## src/rtl/sburst_sram.sv

```systemverilog
module sburst_sram #(
  parameter int AW    = 6,
  parameter int LANES = 4,
  parameter int LW    = 9
) (
  input  logic                clk,
  input  logic                rst_n,
  input  logic [AW-1:0]       addr,
  input  logic                ads_n,
  input  logic                adv_n,
  input  logic                ce_n,
  input  logic                ce2_n,
  input  logic                ce_hi,
  input  logic                ilv,
  input  logic                gw_n,
  input  logic                bwe_n,
  input  logic [LANES-1:0]    bw_n,
  input  logic [LANES*LW-1:0] din,
  input  logic                oe_n,
  output logic [LANES*LW-1:0] dq_out,
  output logic                dq_en
);
  localparam int DW    = LANES * LW;
  localparam int DEPTH = 1 << AW;

  logic [DW-1:0] mem [DEPTH];
  logic          active, ilv_q, rd_q;
  logic [AW-1:0] base_q;
  logic [1:0]    cnt_q;

  function automatic logic [1:0] lo_of(input logic mode, input logic [1:0] b, input logic [1:0] c);
    return mode ? (b ^ c) : (b + c);
  endfunction

  wire             load    = !ads_n;
  wire             sel_ok  = !ce_n && !ce2_n && ce_hi;
  wire [1:0]       cnt_nx  = load ? 2'd0 : (adv_n ? cnt_q : cnt_q + 2'd1);
  wire [AW-1:0]    base_nx = load ? addr : base_q;
  wire             ilv_nx  = load ? ilv : ilv_q;
  wire             act_nx  = load ? sel_ok : active;
  wire [AW-1:0]    ea      = {base_nx[AW-1:2], lo_of(ilv_nx, base_nx[1:0], cnt_nx)};
  wire [AW-1:0]    cur     = {base_q[AW-1:2], lo_of(ilv_q, base_q[1:0], cnt_q)};
  wire [LANES-1:0] wmask   = !gw_n ? {LANES{1'b1}} : (!bwe_n ? ~bw_n : {LANES{1'b0}});
  wire             do_wr   = act_nx && (|wmask);

  always_ff @(posedge clk) begin
    if (do_wr)
      for (int k = 0; k < LANES; k++)
        if (wmask[k]) mem[ea][k*LW +: LW] <= din[k*LW +: LW];
  end

  always_ff @(posedge clk) begin
    if (!rst_n) begin
      active <= 1'b0;
      ilv_q  <= 1'b0;
      rd_q   <= 1'b0;
      base_q <= '0;
      cnt_q  <= 2'd0;
    end else begin
      active <= act_nx;
      ilv_q  <= ilv_nx;
      base_q <= base_nx;
      cnt_q  <= cnt_nx;
      rd_q   <= act_nx && !(|wmask);
    end
  end

  assign dq_en  = active && rd_q && !oe_n;
  assign dq_out = dq_en ? mem[cur] : '0;
endmodule


```

## config.mk

```make
export PLATFORM = sky130hd
export DESIGN_NAME = sburst_sram
export DESIGN_NICKNAME = d
export VERILOG_FILES = /design/src/rtl/sburst_sram.sv
export SDC_FILE = /design/constraint.sdc
export NUM_CORES = 2
export LEC_CHECK = 0
export BUFFER_PORTS_ARGS = -buffer_cell sky130_fd_sc_hd__buf_2
export CORE_MARGIN = 2
export CORE_UTILIZATION = 45
export DETAILED_ROUTE_END_ITERATION = 7
export HOLD_SLACK_MARGIN = 0.03
export PLACE_DENSITY_LB_ADDON = 0.15
export SLEW_MARGIN = 5
export SYNTH_ARGS = -nofsm -noshare
export SYNTH_HDL_FRONTEND = slang
export SYNTH_SLANG_ARGS = --single-unit
```

## constraint.sdc

```tcl
create_clock -name clk -period 3.7 [get_ports clk]
set_clock_uncertainty 0.2 [all_clocks]
set_input_delay 0.185 -clock clk [delete_from_list [all_inputs] [get_ports clk]]
set_output_delay 0.185 -clock clk [all_outputs]
set_load 0.02 [all_outputs]
```

==> qor.yml <==
critPathRequiredTime_ns: 3.31
status: "complete, but fails checks"
ys_seq_area_share_pct: 70.9
ys_seq_elements: 2315
grt_usage_pct: 27.8
place_hpwl_mm: 190
holdPathStages: 6
die_area_sq_um: 221000
arrival_ns: 3.90
wire_per_inst_microns: 31.5
synth.largest_area_cell: "edfxtp_1"
violations: "setup timing"
report.final.hold_viol_count: 0
drc_errors: 0
cts-htree-levels: 4
p_per_area_nw_per_um2: 482
ys_types: 45
cts_tree: "built"
grt_max_degree: 99
grt_pass1_vias: 61700
synth_area_sq_um: 97900
yosys.area.top_type_share_pct: 70.7
finalCriticalPeriod_ns: 4.28
start_kind: "flop"
num_vias: 63600
pre_cts_ws_ns: -0.435
cts_made_buffers: 232
path_clk_slew_ns: 0.06
multi_input_area_sq_um: 29700
synth.most_common_cell: "edfxtp_1"
fmax_mhz: 233
yosys_warnings: 0
setup_ws_ns: -0.584
fp-row-count: 171
cp-end-kind: "output pin"
clkLatencyLatePin_ns: 0.90
ir_worst_vdd_uv: 556
ys_top_cells_by_count: "edfxtp_1 (2304), nor2_1 (424), nand2_1 (373)"
netlist_instances: 6245
ys.flop_type: "edfxtp_1"
gp_congestion: 0.862
max_cap_violations: 0
die_h_microns: 470
nFillCells: 16700
area.sequential_sq_um: 69400
viasPerCell: 6.28
nets: 7134
finalSetupViolCount: 36
slew_viol_final: 0
fin_setup_tns_ns: -16.29
syn_nets: 6304
port_buffers: 93
drt_pass1_iterations: 6
dr.first_iter.drc_count: 6979
synth-edff-count: 2304
rr_worst_depth: 10
start_util_pct: 45.2
critPathKind: "reg2out"
antenna_found_initial: 6
clockRootBuffer: "clkbuf_16"
io-pin-count: 94
fp.dieW_microns: 470
async_reset_ff_share_pct: 0
wl_mm: 319
cts.sinks: 2315
slew_headroom_pct: 13.0
core_sq_um: 217000
cts_buffer_depth: 3
grt_pass1_wl_mm: 447
cp_max_fo: 7
worstMarginPinSlew_ns: 1.30
min_path_type: "in2reg"
drive_gt1_share_pct: 30.0
grt-ovfl-total: 0
synth.avg_cell_area_sq_um: 15.7
synthTopCellsByArea: "edfxtp_1 (71%), mux4_2 (6.6%), mux2i_1 (3.4%)"
areaGrowthSynthToFinish_pct: 25.1
rsz0062_at_grt: "yes"
leakagePower_nw: 39.6
ant_nets: 0
period_share_pct: 116
[metrics by stage]
stage	total power, mW	std cells	util, %	hold WS (ns)	instance area (sq um)
after global placement	34.4	9401	49.2	0.271	107000
after global routing	60.5	10100	56.5	0.0952	122000
after detailed placement	34.4	9401	49.2	0.277	107000
final	59.0	10100	56.5	0.124	122000
after floorplan	32.1	6245	-	0.0839	97900
after CTS	58.8	10000	55.0	0.0352	119000
[cell families after synthesis]
family / count (synthesis) / share of synthesized area (%)
AO/OA/AOI/OAI: 1060 / 7.66
XOR/XNOR: 8 / 0.109
adder cells (fa/ha/maj): 2 / 0.0256
buffers and inverters: 497 / 1.99
flip-flops: 2315 / 70.9
multiplexers: 739 / 11.4
AND/OR/NAND/NOR: 1624 / 7.91
[area by class of cell]
class	count	share of cell area (%)
multi-input cells	3433	24.2
flip-flops and latches	2315	56.7
clock buffers	286	5.01
well taps	2854	2.92
repair buffers	1092	9.91
inverters	1	0.00306
clock inverters	148	1.24
diodes	4	0.00817
[layer usage]
metal  GRT usage, %  share of wire (%)  vias up
li1               -                  -    26900
met1           38.0                 40    33200
met2           44.8                 47     2979
met3           4.62                7.9      536
met4           10.5                4.1        6
met5              0              0.011        -
[report_power, final]
group          total (mW)  leakage, nW  switching [mW]  internal, mW
Clock                23.8         3.73            10.2          13.6
Combinational        6.33         15.1            3.72          2.61
Sequential           28.9         20.8          0.0173          28.9
[cell usage in the layout, fill, tap and decap left out, types with 24 or more instances in the layout]
cell type,Yosys,final
or4_4,0,27
dlygate4sd3_1,0,65
o22ai_4,0,27
o221ai_1,144,91
mux2_2,120,116
a211oi_2,0,24
clkinv_2,0,45
o221ai_2,0,45
a31o_2,30,30
bufinv_16,0,26
nand3_1,72,64
buf_4,0,652
o31ai_1,36,35
nand2_1,373,355
o22ai_1,187,134
a311o_1,36,33
o211ai_1,106,106
nor2_1,424,416
clkbuf_1,361,46
buf_6,0,81
clkinv_1,1,52
a21oi_1,111,109
a221oi_2,0,62
buf_16,0,60
mux4_2,288,288
o21ai_0,135,129
a221oi_4,0,25
a211oi_1,57,31
mux2i_1,331,331
clkbuf_16,0,265
nor3_1,368,360
edfxtp_1,2304,2304
buf_2,69,58
or4_1,99,72
buf_12,0,108
a31oi_1,72,55
nor2b_1,158,154
nand2b_1,72,67
o22ai_2,0,26
[critical path: stages, from the launching register on]
cell and delay [ns]:
dfxtp_2 0.35, ha_4 0.16, nor2b_4 0.17, buf_12 0.18, buf_8 0.14, xnor2_4 0.13
buf_12 0.19, buf_12 0.16, buf_6 0.11, mux4_2 0.21, o22ai_2 0.09, a311o_2 0.42
o22ai_4 0.36, buf_6 0.18, buf_6 0.11
[final timing paths]
check | startpoint | endpoint | slack (ns)
max | base_q[0] | dq_out[29] | -0.58
min | bw_n[3] | mem[12][30] | 0.12
max reg2reg | cnt_q[0] | mem[35][21] | 0.11
min reg2reg | active | active | 0.42
[flip-flops by register name, summed over array words and instances, names as in the netlist]
register  flops
rd_q          1
ilv_q         1
mem        2304
active        1
base_q        6
cnt_q         2
[repair_timing]
item                       4_1_cts  5_1_grt
setup endpoints to repair       36       59
gates cloned                    44       29
pin swaps                       91      166
hold buffers                    65        0
resized for setup              406      343
hold endpoints to repair      1767        0
buffers inserted                73       99
Power figures use the tool's default switching activity.
